## src/rtl/clkgen_pkg.sv

```systemverilog
package clkgen_pkg;

    localparam int REG_W     = 8;
    localparam int DIV_SEL_W = 2;
    localparam int NUM_OUT   = 3;

    localparam logic [REG_W-1:0] CTL1_RST = 8'h80;
    localparam logic [REG_W-1:0] CTL2_RST = 8'h00;

    typedef enum logic [1:0] {
        SRC_INT = 2'd0,
        SRC_HF  = 2'd1,
        SRC_LF  = 2'd2
    } src_e;

    typedef enum logic [1:0] {
        ADDR_CTL1  = 2'd0,
        ADDR_CTL2  = 2'd1,
        ADDR_FAULT = 2'd2
    } addr_e;

    typedef struct packed {
        src_e                 src;
        logic [DIV_SEL_W-1:0] div;
    } route_t;

    localparam int ROUTE_AUX  = 0;
    localparam int ROUTE_MAIN = 1;
    localparam int ROUTE_SUB  = 2;

    function automatic src_e decode_main(input logic [1:0] code, input logic fault);
        src_e s;
        if (fault) begin
            s = SRC_INT;
        end else begin
            case (code)
                2'd2:    s = SRC_HF;
                2'd3:    s = SRC_LF;
                default: s = SRC_INT;
            endcase
        end
        return s;
    endfunction

    function automatic src_e decode_sub(input logic sel);
        return sel ? SRC_HF : SRC_INT;
    endfunction

    function automatic logic pick_tick(input src_e s, input logic t_int,
                                       input logic t_hf, input logic t_lf);
        logic t;
        case (s)
            SRC_HF:  t = t_hf;
            SRC_LF:  t = t_lf;
            default: t = t_int;
        endcase
        return t;
    endfunction

endpackage

```

## src/rtl/clkgen_regs.sv

```systemverilog
module clkgen_regs
    import clkgen_pkg::*;
(
    input  logic             clk,
    input  logic             rst,
    input  logic             wr_en,
    input  logic [1:0]       wr_addr,
    input  logic [REG_W-1:0] wr_data,
    input  logic [1:0]       rd_addr,
    input  logic             fault_in,
    output logic [REG_W-1:0] ctl1_o,
    output logic [REG_W-1:0] ctl2_o,
    output logic [REG_W-1:0] rd_data_o,
    output logic             fault_o
);

    logic [REG_W-1:0] ctl1_q, ctl2_q;
    logic             fault_q;
    logic             clear_req;

    assign clear_req = wr_en && (wr_addr == ADDR_FAULT) && wr_data[0];

    always_ff @(posedge clk) begin
        if (rst) begin
            ctl1_q  <= CTL1_RST;
            ctl2_q  <= CTL2_RST;
            fault_q <= 1'b0;
        end else begin
            if (wr_en && wr_addr == ADDR_CTL1) ctl1_q <= wr_data;
            if (wr_en && wr_addr == ADDR_CTL2) ctl2_q <= wr_data;
            // clear has priority; a persisting fault re-arms on the next edge
            fault_q <= clear_req ? 1'b0 : (fault_q | fault_in);
        end
    end

    always_comb begin
        case (rd_addr)
            ADDR_CTL1:  rd_data_o = ctl1_q;
            ADDR_CTL2:  rd_data_o = ctl2_q;
            ADDR_FAULT: rd_data_o = {{(REG_W-1){1'b0}}, fault_q};
            default:    rd_data_o = '0;
        endcase
    end

    assign ctl1_o  = ctl1_q;
    assign ctl2_o  = ctl2_q;
    assign fault_o = fault_q;

    assert_fault_sticky_R7: assert property (@(posedge clk) disable iff (rst)
        ($past(!rst) && $past(fault_in) && !$past(clear_req)) |-> fault_q);

    assert_fault_clear_R7: assert property (@(posedge clk) disable iff (rst)
        ($past(!rst) && $past(clear_req)) |-> !fault_q);

endmodule

```

## src/rtl/clkgen_divider.sv

```systemverilog
module clkgen_divider #(
    parameter int SEL_W = 2
) (
    input  logic             clk,
    input  logic             rst,
    input  logic             tick_i,
    input  logic [SEL_W-1:0] div_sel_i,
    output logic             pulse_o
);

    localparam int CNT_W = (1 << SEL_W) - 1;

    logic [CNT_W-1:0] cnt_q;
    logic [SEL_W-1:0] lim_q;
    logic             at_end;
    logic             pulse_q;

    assign at_end = (cnt_q == ((CNT_W'(1) << lim_q) - CNT_W'(1)));

    always_ff @(posedge clk) begin
        if (rst) begin
            cnt_q   <= '0;
            lim_q   <= '0;
            pulse_q <= 1'b0;
        end else begin
            pulse_q <= tick_i && at_end;
            if (tick_i) begin
                if (at_end) begin
                    cnt_q <= '0;
                    lim_q <= div_sel_i;   // new ratio only at terminal count
                end else begin
                    cnt_q <= cnt_q + CNT_W'(1);
                end
            end
        end
    end

    assign pulse_o = pulse_q;

    assert_pulse_needs_tick_R12: assert property (@(posedge clk) disable iff (rst)
        pulse_q |-> $past(tick_i));

endmodule

```

## src/rtl/clkgen_oscctl.sv

```systemverilog
module clkgen_oscctl
    import clkgen_pkg::*;
(
    input  logic clk,
    input  logic rst,
    input  logic hf_off_req,
    input  logic lf_off_req,
    input  src_e main_src_i,
    input  src_e sub_src_i,
    output logic hf_on_o,
    output logic lf_on_o
);

    logic hf_used, lf_used;

    assign hf_used = (main_src_i == SRC_HF) || (sub_src_i == SRC_HF);
    assign lf_used = (main_src_i == SRC_LF) || (sub_src_i == SRC_LF);

    assign hf_on_o = !(hf_off_req && !hf_used);
    assign lf_on_o = !(lf_off_req && !lf_used);

    assert_hf_kept_in_use_R9: assert property (@(posedge clk) disable iff (rst)
        ((main_src_i == SRC_HF) || (sub_src_i == SRC_HF)) |-> hf_on_o);

    assert_lf_kept_in_use_R10: assert property (@(posedge clk) disable iff (rst)
        ((main_src_i == SRC_LF) || (sub_src_i == SRC_LF)) |-> lf_on_o);

endmodule

```

## src/rtl/clkgen_ctrl.sv

```systemverilog
module clkgen_ctrl
    import clkgen_pkg::*;
(
    input  logic             clk,
    input  logic             rst,
    input  logic             wr_en,
    input  logic [1:0]       wr_addr,
    input  logic [REG_W-1:0] wr_data,
    input  logic [1:0]       rd_addr,
    output logic [REG_W-1:0] rd_data,
    input  logic             fault_in,
    input  logic             lf_tick,
    input  logic             hf_tick,
    input  logic             int_tick,
    output logic             aux_pulse,
    output logic             main_pulse,
    output logic             sub_pulse,
    output logic [1:0]       main_src,
    output logic [1:0]       sub_src,
    output logic             hf_osc_on,
    output logic             lf_osc_on,
    output logic             lf_fast_mode,
    output logic             fault_flag
);

    logic [REG_W-1:0] ctl1, ctl2;
    logic             fault;
    route_t           routes [NUM_OUT];
    logic [NUM_OUT-1:0] pulses;

    clkgen_regs u_regs (
        .clk       (clk),
        .rst       (rst),
        .wr_en     (wr_en),
        .wr_addr   (wr_addr),
        .wr_data   (wr_data),
        .rd_addr   (rd_addr),
        .fault_in  (fault_in),
        .ctl1_o    (ctl1),
        .ctl2_o    (ctl2),
        .rd_data_o (rd_data),
        .fault_o   (fault)
    );

    always_comb begin
        routes[ROUTE_AUX]  = '{src: SRC_LF,                          div: ctl1[5:4]};
        routes[ROUTE_MAIN] = '{src: decode_main(ctl2[7:6], fault),   div: ctl2[5:4]};
        routes[ROUTE_SUB]  = '{src: decode_sub(ctl2[3]),             div: ctl2[2:1]};
    end

    generate
        for (genvar g = 0; g < NUM_OUT; g++) begin : g_div
            logic tick_sel;
            assign tick_sel = pick_tick(routes[g].src, int_tick, hf_tick, lf_tick);
            clkgen_divider #(.SEL_W(DIV_SEL_W)) u_div (
                .clk       (clk),
                .rst       (rst),
                .tick_i    (tick_sel),
                .div_sel_i (routes[g].div),
                .pulse_o   (pulses[g])
            );
        end
    endgenerate

    clkgen_oscctl u_osc (
        .clk        (clk),
        .rst        (rst),
        .hf_off_req (ctl1[7]),
        .lf_off_req (ctl1[3]),
        .main_src_i (routes[ROUTE_MAIN].src),
        .sub_src_i  (routes[ROUTE_SUB].src),
        .hf_on_o    (hf_osc_on),
        .lf_on_o    (lf_osc_on)
    );

    assign aux_pulse    = pulses[ROUTE_AUX];
    assign main_pulse   = pulses[ROUTE_MAIN];
    assign sub_pulse    = pulses[ROUTE_SUB];
    assign main_src     = routes[ROUTE_MAIN].src;
    assign sub_src      = routes[ROUTE_SUB].src;
    assign lf_fast_mode = ctl1[6];
    assign fault_flag   = fault;

    assert_fault_forces_int_R8: assert property (@(posedge clk) disable iff (rst)
        fault |-> (main_src == SRC_INT));

    assert_aux_only_lf_R3: assert property (@(posedge clk) disable iff (rst)
        aux_pulse |-> $past(lf_tick));

endmodule

```

## config.mk

```make
export PLATFORM = sky130hd
export DESIGN_NAME = clkgen_ctrl
export DESIGN_NICKNAME = d
export VERILOG_FILES = /design/src/rtl/clkgen_pkg.sv /design/src/rtl/clkgen_regs.sv /design/src/rtl/clkgen_divider.sv /design/src/rtl/clkgen_oscctl.sv /design/src/rtl/clkgen_ctrl.sv
export SDC_FILE = /design/constraint.sdc
export NUM_CORES = 1
export LEC_CHECK = 0
export BUFFER_PORTS_ARGS = -buffer_cell sky130_fd_sc_hd__buf_4
export CAP_MARGIN = 10
export CELL_PAD_IN_SITES_DETAIL_PLACEMENT = 0
export CELL_PAD_IN_SITES_GLOBAL_PLACEMENT = 2
export CORE_AREA = 2 2 94 69
export DETAILED_ROUTE_END_ITERATION = 6
export DIE_AREA = 0 0 96 71
export GPL_TIMING_DRIVEN = 0
export PLACE_DENSITY = 0.87
export SYNTH_ARGS = -nofsm -noshare
export SYNTH_HDL_FRONTEND = slang
export SYNTH_HIERARCHICAL = 1
export SYNTH_SLANG_ARGS = --single-unit
```

## constraint.sdc

```tcl
create_clock -name clk -period 3.6 [get_ports clk]
set_input_delay 0.72 -clock clk [delete_from_list [all_inputs] [get_ports clk]]
set_output_delay 0.72 -clock clk [all_outputs]
set_load 0.01 [all_outputs]
```

# Word level (Yosys, flattened, before mapping)
# Index checks and enable logic that the tools add are counted.
word_totals:
  output_inout_bits: 19
  wordCells: 65
  reg_bits: 35
  inputBits: 19
classes:
  n_eq_ne: 13
  reduce_logical: 21
  n_addsub: 6
  n_shift: 3
  n_bitwise: 1
  mux: 9
ops:
  columns: ["operator", "count"]
  rows:
  - ["8-bit one-hot mux with 3 select lines", 1]
  - ["2-bit equality test (second input constant)", 5]
  - ["3-bit by 1-bit adder with 3-bit output (second input constant)", 3]
  - ["3-bit equality test", 3]
  - ["1-bit logical AND", 9]
  - ["3-bit 2-to-1 mux", 3]
  - ["1-bit by 2-bit left shift with 3-bit output (first input constant)", 3]
  - ["3-bit by 1-bit subtractor with 3-bit output (second input constant)", 3]
  - ["2-bit by 1-bit equality test with 1-bit output (second input constant)", 3]
  - ["2-bit AND reduction", 3]
  - ["1-bit zero test", 4]
  - ["2-bit zero test", 2]
  - ["1-bit one-hot mux with 2 select lines", 2]
  - ["2-bit one-hot mux with 2 select lines", 1]
  - ["1-bit by 2-bit equality test with 1-bit output (second input constant)", 1]
  - ["1-bit logical OR", 2]
  - ["2-bit 2-to-1 mux", 1]
  - ["2-bit OR reduction", 1]
  - ["1-bit equality test (second input constant)", 1]
  - ["1-bit 2-to-1 mux", 1]
  - ["1-bit bitwise OR", 1]

# Longest topological paths before layout
# Gate-level depths: netlist (run 1).
logic_depth:
  depth_word: 8
  mapped_depth: 10

# Cells and area by module
# The synthesis (run 1) kept the hierarchy.
modules_own_cells:
  columns: ["module", "instances", "cells_per_inst", "area_each_um2"]
  rows:
  - ["clkgen_divider", 3, 37, 341.6]
  - ["clkgen_regs", 1, 86, 857.1]
  - ["clkgen_ctrl", 1, 12, 95.1]
  - ["clkgen_oscctl", 1, 5, 30.0]

# Least setup slack after synthesis (run 1)
# No wires, ideal clock.
synth_path:
  kind: "reg-to-reg"
  startpoint: "reg u_regs.fault_q (netlist: u_regs/fault_o)"
  endpoint: "reg g_div[1].u_div.pulse_q"
  arrival_ns: 1.961
  n_path_buf: 1
  path_stages_with_launch: 9
  path_slack_ns: 1.573
  period_less_slack_ns: 2.027
  t_required_ns: 3.535
  path_cell_list: "dfxtp_1 nor3b_2 ha_1 o21ai_0 buf_6 nor4b_1 o21ai_1 o21ai_1 nor2b_1"
synth_between:
  elab_chain_cells: 4
  elab_cells_between_ends: 5
synth_lines:
  columns: ["element", "line_no", "rtl"]
  rows:
  - ["from (decl)", "clkgen_regs.sv:18", "logic fault_q;"]
  - ["from (signal assigned)", "clkgen_regs.sv:32", "fault_q <= clear_req ? 1'b0 : (fault_q | fault_in);"]
  - ["2-bit 2-to-1 mux (*)", "clkgen_pkg.sv:33", "if (fault) begin"]
  - ["via main_src[0]", "clkgen_ctrl.sv:18", "output logic [1:0] main_src,"]
  - ["2-bit equality test / 2-bit by 1-bit equality test with 1-bit output (equally long branches)", "clkgen_pkg.sv:52", "case (s)"]
  - ["1-bit one-hot mux with 2 select lines (*)", "clkgen_pkg.sv:52", null]
  - ["via g_div[1].tick_sel", "clkgen_ctrl.sv:53", "logic tick_sel;"]
  - ["1-bit logical AND (*)", "clkgen_divider.sv:26", "pulse_q <= tick_i && at_end;"]
  - ["to (signal assigned)", "clkgen_divider.sv:26", null]
  - ["to (decl)", "clkgen_divider.sv:16", "logic pulse_q;"]
# Mark *: on every way through the listed nets, which the timed path passes. The rest lies on a longest branch.
# A chain may end at the register's enable or synchronous reset.

# Worst setup path in the final report (run 1)
layout_path:
  startpoint: "reg u_regs.ctl2_q[6] (netlist: u_regs/ctl2_o[6])"
  endpoint: "reg g_div[1].u_div.pulse_q"
layout_between:
  elab_chain_cells: 6
  elab_cells_between_ends: 8
layout_lines:
  columns: ["element", "line_no", "rtl"]
  rows:
  - ["from (decl)", "clkgen_regs.sv:17", "logic [REG_W-1:0] ctl1_q, ctl2_q;"]
  - ["from (signal assigned)", "clkgen_regs.sv:30", "if (wr_en && wr_addr == ADDR_CTL2) ctl2_q <= wr_data;"]
  - ["2-bit equality test", "clkgen_pkg.sv:36", "case (code)"]
  - ["2-bit one-hot mux with 2 select lines (*)", "clkgen_pkg.sv:36", null]
  - ["2-bit 2-to-1 mux (*)", "clkgen_pkg.sv:33", null]
  - ["2-bit equality test / 2-bit by 1-bit equality test with 1-bit output (equally long branches)", "clkgen_pkg.sv:52", null]
  - ["1-bit one-hot mux with 2 select lines (*)", "clkgen_pkg.sv:52", null]
  - ["via g_div[1].tick_sel", "clkgen_ctrl.sv:53", null]
  - ["1-bit logical AND (*)", "clkgen_divider.sv:26", null]
# Marked as above.

==> results.toml, run 1 <==
[status]
outcome = "complete, no violations"

[synthesis]
synth-compound-area-share = 0.0948
synth_seq_area_share = 0.349
synth.area.top_cells = "dfxtp_1 (35%), mux2i_1 (13%), nand2b_1 (7.2%)"
synth_top_family_by_area = "simple AND/OR/NAND/NOR gates"
yosysTopAreaCell = "dfxtp_1"
syn_area_per_cell_um2 = 9.38
yosysWarnings = 6
synth-main-ff-cell = "dfxtp_1"
async_flop_share = 0
yosys.area_share.simple = 0.279
syn_inst = 214
synth-edff-count = 0
synth.mux.area_fraction = 0.142
syn_area_um2 = 2010
synth.distinct_cells = 35
synth-seq-cells = 35
yosysTopAreaCellShare = 0.349
synth_xor_area_frac = 0.0393
synthAdderAreaFrac = 0.0312

[power_and_ir_drop]
pwr_density_cell_nw_per_um2 = 338
total_power_w = 0.000823
p_leak_nw = 0.992
ir_worst_vdd_mv = 0.190

[timing]
max_clock_freq_mhz = 431
hold_viol_final = 0
tns_ns = 0
final.setup.worst_slack_ns = 1.28
fin_crit_sh = 0.644
rsz0062_at_grt = "false"
whs_ns = 0.475
setup_viol = 0
skew_ns = 0.00433
period_minus_slack_ns = 2.32
finalMaxSlewViolations = 0

[global_routing]
use_met1 = 0.213
grt_antenna_before_repair = 0
gr-total-overflow = 0
grt_usage = 0.143
grt_pass1_vias = 1521
grtUsageMet2 = 0.200
grt_max_degree = 30
met3_usage = 0.0394
grt-busiest-layer = "met1"
grt_pass1_wl_mm = 7.51

[critical_path]
crit_type = "flip-flop to flip-flop"
slowest_delay_ns = 0.38
path_common_cell = "o21ai_1"
reg2reg_from = "u_regs/ctl2_o[6]"
critPathSlowestCell = "nor3b_2"
worstPathRequired_ns = 3.82
reg2reg_to = "g_div[1].u_div/pulse_o"
path_max_fanout = 7
critPathArrivalTime_ns = 2.54
rrSetupSlack_ns = 1.28
crit_path_end = "g_div[1].u_div/pulse_o"
path_delay_family = "simple AND/OR/NAND/NOR gates"
crit_start = "u_regs/ctl2_o[6]"
critical_path_depth = 8
crit_path_start_kind = "flip-flop"
cp_num_buf_inv = 1
reg2reg_depth = 8
path_cells = "nor3b_2, ha_1, o21ai_0, buf_6, nor4b_1, o21ai_1, o21ai_1, nor2b_1"
end_kind = "flip-flop"

[clock_network]
root_buffer = "clkbuf_8"
cts_buffers = 5
max-clock-path-buffers = 2
clk_latency_ns = 0.29
post_cts_buffers = 0
htreeDepth = 2
cts.clk_slew.worst_paths_ns = 0.07
cts_tree = "done"
cts.repair.resized = 0
cts_sinks = 35
hold_buffers = 0

[layout]
synthToLayoutAreaGrowth_pct = 21.4
fillers = 617
layout_common_cells = "buf_4 (36), dfxtp_1 (35), mux2i_1 (27)"
antenna_cells = 0
drive_above_1_share = 0.243
nets = 280
mostFrequentLayoutCell = "buf_4"

[route]
drtAntennaViolNets = 0
firstDrtPassIters = 4
routedWlPerCell_um = 13.3
routed_wl_mm = 4.44
drt_iter0_drc = 50
drc = 0
via_count = 1596
routed_via_density = 4.79

[floorplanning]
die_h_um = 71
coreArea_um2 = 5980
rows = 24
start_util = 0.336
io_pins = 38
die-width_um = 96
die_area_um2 = 6820

[flow_run]
maxCapViolCount = 0

[place]
placement.io_buffers = 34
place_hpwl_mm = 3.20
pre_cts_ws_ns = 1.24
place.gp.congestion = 0.799

[hold_path]
holdCritPathClass = "flip-flop to flip-flop"
-- Yosys cell counts (all sizes together), types with 3 or more instances --
cell type   n
dfxtp      35
buf        12
nor2       16
ha          5
and4b       4
a31oi       3
o32ai       3
nand2b     23
nand3       6
a211oi      3
inv         5
mux2i      27
nor2b       6
xnor2       6
o2bb2ai     3
nand2      13
nand3b      3
xor2        3
nor3       10
o21ai      11
or3         3
nor4b       6
-- logic make-up (layout without fill, tap and decap cells) --
family | count (synthesis) | after routing
AOI/OAI and AO/OA | 26 | 26
xor gates and xnor gates | 9 | 9
adders and majority gates | 5 | 5
buffers and inverters | 17 | 57
DFF | 35 | 35
muxes | 28 | 28
other | 1 | 2
and+or+nand+nor | 93 | 93
-- sequential cells by signal, indices dropped and copies added, names as in the netlist --
name	cells
u_regs/fault_o	1
u_regs/ctl1_o	8
u_regs/ctl2_o	8
g_div.u_div/cnt_q	9
g_div.u_div/pulse_o	3
g_div.u_div/lim_q	6
-- how the worst min path moves through the flow --
stage                          start          endpoint  slack [ns]  cells past startpoint
CTS                 u_regs/ctl1_o[0]  u_regs/ctl1_o[0]        0.48                      2
floorplan           u_regs/ctl1_o[0]  u_regs/ctl1_o[0]        0.45                      2
global placement    u_regs/ctl1_o[2]  u_regs/ctl1_o[2]        0.46                      2
global route        u_regs/ctl1_o[2]  u_regs/ctl1_o[2]        0.51                      2
finish              u_regs/ctl1_o[0]  u_regs/ctl1_o[0]        0.47                      2
detailed placement  u_regs/ctl1_o[0]  u_regs/ctl1_o[0]        0.46                      2
-- worst register-to-register path, stage by stage (launching register included) --
cell and delay [ns]:
dfxtp_1 0.35, nor3b_2 0.38, ha_1 0.32, o21ai_0 0.29
buf_6 0.18, nor4b_1 0.23, o21ai_1 0.11, o21ai_1 0.23
nor2b_1 0.17
-- per-stage QoR --
step,std cells,util,cell area [um2]
floorplan,215,-,2010
global placement,327,0.396,2360
detailed placement,327,0.396,2360
CTS,333,0.408,2440
global route,333,0.408,2440
finish,333,0.408,2440
-- layer usage --
metal  wire length, um  share of wire
met1              2370           0.53
met2              1830           0.41
met3               193          0.043
met4                46          0.010
met5                 0              0
-- layout make-up --
cell class	instances	area (um2)	share of cell area
buffer	12	108	0.0442
clock buffer	6	72.6	0.0298
inverter	5	18.8	0.00770
multi-input combinational	163	1180	0.486
sequential	35	701	0.288
tap	78	97.6	0.0401
timing repair buffer	34	255	0.105
-- power breakdown --
part | internal [W] | switching [W] | leakage, nW
clock | 0.000129 | 0.000133 | 0.0371
combinational | 0.0000744 | 0.0000652 | 0.670
sequential | 0.000404 | 0.0000181 | 0.285
Note: power is estimated with default switching activity, not from simulation.
==> inputs of run 2 (changes only) <==
Settings changed: CORE_AREA 2 2 94 69 to 2 2 95 70, DIE_AREA 0 0 96 71 to 0 0 97 72, PLACE_DENSITY 0.87 to 0.85.
Clock period 3.6 ns to 2.2 ns, I/O delays scaled along.
==> run 2 against run 1 <==
  * Clock-buffer cell count up 1
  * Combinational power rose by 69%
  * Core utilization rose by 0.30 points
==> results.toml, run 2 (synthesis gave the netlist of run 1 again) <==
[timing]
skew_ns = 0.00548
setup_viol = 0
hold_viol_final = 0
fin_crit_sh = 0.931
max_clock_freq_mhz = 488
period_minus_slack_ns = 2.05
finalMaxSlewViolations = 0

[flow_run]
maxCapViolCount = 0

[layout]
antenna_cells = 0
regArea_um2 = 702
stdcell_area_um2 = 2480
mostFrequentLayoutCell = "buf_4"
synthToLayoutAreaGrowth_pct = 23.5
drive_above_1_share = 0.267
layout_common_cells = "buf_4 (37), dfxtp_1 (34), mux2i_1 (27)"
regMostFlops = "g_div.u_div/cnt_q"
fillers = 630
final_core_util = 0.411
nets = 281
largest_register_ffs = 9
multi_input_area_um2 = 1210

[route]
routed_wl_mm = 4.46
routedWlPerCell_um = 13.3
drtAntennaViolNets = 0
routed_via_density = 4.83
drt_iter0_drc = 44
drc = 0
firstDrtPassIters = 4
via_count = 1622

[clock_network]
cts_sinks = 35
cts.clk_slew.worst_paths_ns = 0.07
hold_buffers = 0
max-clock-path-buffers = 2
clk_latency_ns = 0.29
cts_tree = "done"
root_buffer = "clkbuf_8"
htreeDepth = 2
cts_buffers = 5

[critical_path]
cp_num_buf_inv = 2
slowest_delay_ns = 0.37
crit_path_start_kind = "flip-flop"
path_cells = "nor3b_4, inv_1, ha_1, a22oi_1, o21ai_1, buf_6, and4b_1, o21ai_2, o21ai_2, nor2b_1"
worstPathRequired_ns = 2.37
critPathSlowestCell = "dfxtp_1"
path_max_fanout = 7
critPathArrivalTime_ns = 2.22
reg2reg_depth = 10
path_common_cell = "o21ai_2"
rrSetupSlack_ns = 0.15
crit_type = "flip-flop to flip-flop"
end_kind = "flip-flop"
reg2reg_to = "g_div[1].u_div/pulse_o"
reg2reg_from = "u_regs/ctl2_o[6]"
path_delay_family = "simple AND/OR/NAND/NOR gates"

[floorplanning]
die_area_um2 = 6980
start_util = 0.333
die_h_um = 72
io_pins = 38
coreArea_um2 = 6040
die-width_um = 97
rows = 24

[status]
outcome = "complete, no violations"

[global_routing]
grt_antenna_before_repair = 0
grt_pass1_vias = 1446
grt_max_degree = 30
gr-total-overflow = 0
grt_usage = 0.129
grt_pass1_wl_mm = 7.15

[power_and_ir_drop]
p_seq_frac = 0.500
p_leak_nw = 1.01
sw_frac_of_total = 0.271
ir_worst_vdd_mv = 0.193
pwr_density_cell_nw_per_um2 = 558
combPwrFrac = 0.170
clkPwrFrac = 0.330
switching_power_w = 0.000374
p_int_w = 0.00101

[hold_path]
hp-start = "wr_data[7]"
whs_endpoint = "u_regs/ctl2_o[7]"
holdCritPathClass = "input port to flip-flop"
holdPathStages = 3

[place]
place_area_um2 = 2360
placement.io_buffers = 34
place_hpwl_mm = 3.17
place.gp.congestion = 0.730
[run 2: changes by cell type in the layout (fill, tap and decap cells not counted), sizes merged]
cell,before,now
buf,46,47
clkbuf,6,7
clkinv,0,1
[run 2: stage by stage]
step	std cells	worst slack [ns]	setup TNS, ns	hold slack (ns)	power [W]
detailed placement	327	-0.130	-0.610	0.465	0.000935
CTS	335	0.0578	0	0.419	0.00140
floorplan	215	0.173	0	0.447	0.000846
global route	336	-0.00556	-0.00556	0.414	0.00145
finish	336	0.153	0	0.424	0.00138
global placement	327	-0.148	-0.670	0.459	0.000934
[run 2: final cells by class]
cell class / instances / area share
well taps: 78 / 0.0394
inverters: 5 / 0.00757
clock buffers: 7 / 0.0308
multi-input cells: 163 / 0.488
clock inverters: 1 / 0.00202
plain buffers: 12 / 0.0434
flip-flops and latches: 35 / 0.283
repair buffers: 35 / 0.106
[run 2: worst max path at each step]
stage	from	to	slack [ns]	cells after the start
2_1_floorplan	u_regs/fault_o	g_div[1].u_div/pulse_o	0.17	8
3_3_place_gp	u_regs/ctl2_o[6]	g_div[1].u_div/pulse_o	-0.15	8
3_5_place_dp	u_regs/ctl2_o[6]	g_div[1].u_div/pulse_o	-0.13	8
4_1_cts	u_regs/fault_o	g_div[1].u_div/pulse_o	0.06	10
5_1_grt	u_regs/ctl2_o[6]	g_div[1].u_div/pulse_o	-0.006	10
6_report	u_regs/ctl2_o[6]	g_div[1].u_div/pulse_o	0.15	10
[run 2: worst register-to-register path, stage by stage (launching register included)]
cell,delay [ns]
dfxtp_1,0.37
nor3b_4,0.28
inv_1,0.07
ha_1,0.18
a22oi_1,0.18
o21ai_1,0.11
buf_6,0.15
and4b_1,0.19
o21ai_2,0.14
o21ai_2,0.12
nor2b_1,0.14
[run 2: layer usage]
| metal | GRT usage | vias up | part of all wire |
|---|---|---|---|
| met5 | 0 | - | 0 |
| met1 | 0.191 | 745 | 0.52 |
| met3 | 0.0356 | 6 | 0.044 |
| met2 | 0.177 | 31 | 0.43 |
| li1 | - | 840 | - |
| met4 | 0.0469 | 0 | 0.012 |
[run 2: power by group through the flow]
stage	clock network, W	logic (W)	registers [W]
2_1_floorplan	0	0.000146	0.000700
3_3_place_gp	0	0.000230	0.000704
3_5_place_dp	0	0.000230	0.000705
4_1_cts	0.000475	0.000233	0.000691
5_1_grt	0.000497	0.000259	0.000696
6_report	0.000456	0.000236	0.000691
[run 2: timing repair]
action / 4_1_cts / 5_1_grt
resized for setup: 3 / 4
endpoints found under the setup margin: 5 / 5
setup buffers: 0 / 1
==> inputs of run 3 (changes only) <==
Settings changed: CTS_BUF_LIST set to sky130_fd_sc_hd__clkbuf_16.
Clock period 2.2 ns to 2.34 ns, I/O delays scaled along.
==> run 3 against run 2 <==
  * Critical path depth unchanged
  * Setup slack improved by 0.072 ns
  * Final cell count decreased by 0.30%
  * Sequential power decreased by 5.8%
  * Via count decreased by 1.4%
  * Design area increased by 1.3%
  * Register-to-register slack improved by 0.07 ns
  * Clock skew decreased by 0.0012 ns
  * Maximum frequency decreased by 3.2%
  * Power increased by 7.9%
  * Critical endpoint unchanged
  * Core utilization increased by 0.54 points
  * Combinational power decreased by 8%
==> results.toml, run 3 (synthesis gave the netlist of run 1 again) <==
[floorplanning]
coreArea_um2 = 6040
die_area_um2 = 6980
start_util = 0.333
die-width_um = 97
die_h_um = 72
rows = 24
io_pins = 38

[route]
drt_iter0_drc = 48
via_count = 1600
drtAntennaViolNets = 0
routedWlPerCell_um = 13.2
drc = 0
routed_wl_mm = 4.44
firstDrtPassIters = 4
routed_via_density = 4.78

[clock_network]
cts_sinks = 35
root_buffer = "clkbuf_16"
htreeDepth = 2
post_cts_buffers = 0
cts.clk_slew.worst_paths_ns = 0.05
cts_tree = "done"
hold_buffers = 0
cts_buffers = 5
max-clock-path-buffers = 2
clk_latency_ns = 0.28

[timing]
tns_ns = 0
setup_viol = 0
period_minus_slack_ns = 2.12
finalMaxSlewViolations = 0
max_clock_freq_mhz = 473
hold_viol_final = 0
final.setup.worst_slack_ns = 0.225
skew_ns = 0.00433
rsz0062_at_grt = "false"
fin_crit_sh = 0.904

[layout]
synthToLayoutAreaGrowth_pct = 25.1
drive_above_1_share = 0.249
fillers = 623
nets = 280
antenna_cells = 0
final_core_util = 0.416
mostFrequentLayoutCell = "buf_4"
layout_common_cells = "buf_4 (36), dfxtp_1 (35), mux2i_1 (27)"
regMostFlops = "g_div.u_div/cnt_q"
largest_register_ffs = 9

[global_routing]
grt_pass1_vias = 1451
gr-total-overflow = 0
grt_antenna_before_repair = 0
grt_max_degree = 30
grt_usage = 0.129
grt_pass1_wl_mm = 7.14

[critical_path]
critPathArrivalTime_ns = 2.27
path_delay_family = "simple AND/OR/NAND/NOR gates"
crit_type = "flip-flop to flip-flop"
critPathSlowestCell = "dfxtp_1"
cp_num_buf_inv = 2
path_max_fanout = 7
worstPathRequired_ns = 2.50
path_common_cell = "o21ai_1"
crit_path_start_kind = "flip-flop"
slowest_delay_ns = 0.36
end_kind = "flip-flop"
path_cells = "nor3b_4, inv_1, ha_1, a22oi_1, o21ai_1, buf_6, and4b_1, o21ai_1, o21ai_2, nor2b_1"

[status]
outcome = "complete, no violations"

[place]
place_hpwl_mm = 3.17
placement.io_buffers = 34
place.gp.congestion = 0.730
pre_cts_ws_ns = 0.0104

[power_and_ir_drop]
sw_frac_of_total = 0.248
total_power_w = 0.00149
ir_worst_vdd_mv = 0.335
pwr_density_cell_nw_per_um2 = 594
combPwrFrac = 0.146
p_leak_nw = 1.03
switching_power_w = 0.000371
p_int_w = 0.00112
p_seq_frac = 0.436
clkPwrFrac = 0.419

[hold_path]
holdCritPathClass = "input port to flip-flop"

[flow_run]
maxCapViolCount = 0
-- run 3: cell count changes in the layout (fill, tap and decap cells not counted), moves of 2 or more --
cell / before / now
clkbuf_1: 2 / 0
clkbuf_16: 0 / 5
clkbuf_8: 5 / 0
inv_1: 5 / 7
-- run 3: power by group through the flow --
stage | logic (W) | registers, W | clock network, W
floorplan | 0.000137 | 0.000658 | 0
global placement | 0.000216 | 0.000662 | 0
detailed placement | 0.000216 | 0.000662 | 0
CTS | 0.000218 | 0.000651 | 0.000642
global route | 0.000240 | 0.000655 | 0.000667
finish | 0.000217 | 0.000651 | 0.000625
-- run 3: metrics by stage --
stage | area, um2 | std cells | hold slack (ns)
CTS | 2510 | 335 | 0.467
finish | 2510 | 335 | 0.470
detailed placement | 2360 | 327 | 0.465
global route | 2510 | 335 | 0.461
global placement | 2360 | 327 | 0.459
floorplan | 2010 | 215 | 0.447
-- run 3: final timing paths --
kind | depth (start not counted) | slack (ns) | to | from
min reg2reg | 2 | 0.47 | u_regs/ctl2_o[0] | u_regs/ctl2_o[0]
min | 3 | 0.47 | u_regs/ctl1_o[7] | wr_data[7]
max | 10 | 0.22 | g_div[1].u_div/pulse_o | u_regs/ctl2_o[6]
max reg2reg | 10 | 0.22 | g_div[1].u_div/pulse_o | u_regs/ctl2_o[6]
-- run 3: tightest hold or removal path, delay by kind of cell --
kind / cells / cell delay (ns)
simple gates: 1 / 0.04
buf+inv: 1 / 0.09
mux: 1 / 0.11
-- run 3: repair_timing --
item	CTS	global route
gates resized for setup	1	2
hold endpoints to repair	0	0
pin swaps	0	0
setup endpoints to repair	5	5
-- run 3: layout make-up --
class,count,area (um2),area share
plain buffers,12,108,0.0428
clock buffers,5,125,0.0498
clock inverters,3,12.5,0.00498
inverters,5,18.8,0.00747
multi-input cells,163,1190,0.475
flip-flops and latches,35,701,0.279
well taps,78,97.6,0.0389
repair buffers,34,255,0.102
-- run 3: routing by layer --
layer / track usage / share of wire / up-vias
met4: 0.0282 / 0.0090 / 0
met5: 0 / 0 / -
met3: 0.0472 / 0.044 / 6
met1: 0.189 / 0.53 / 727
li1: - / - / 839
met2: 0.178 / 0.41 / 28
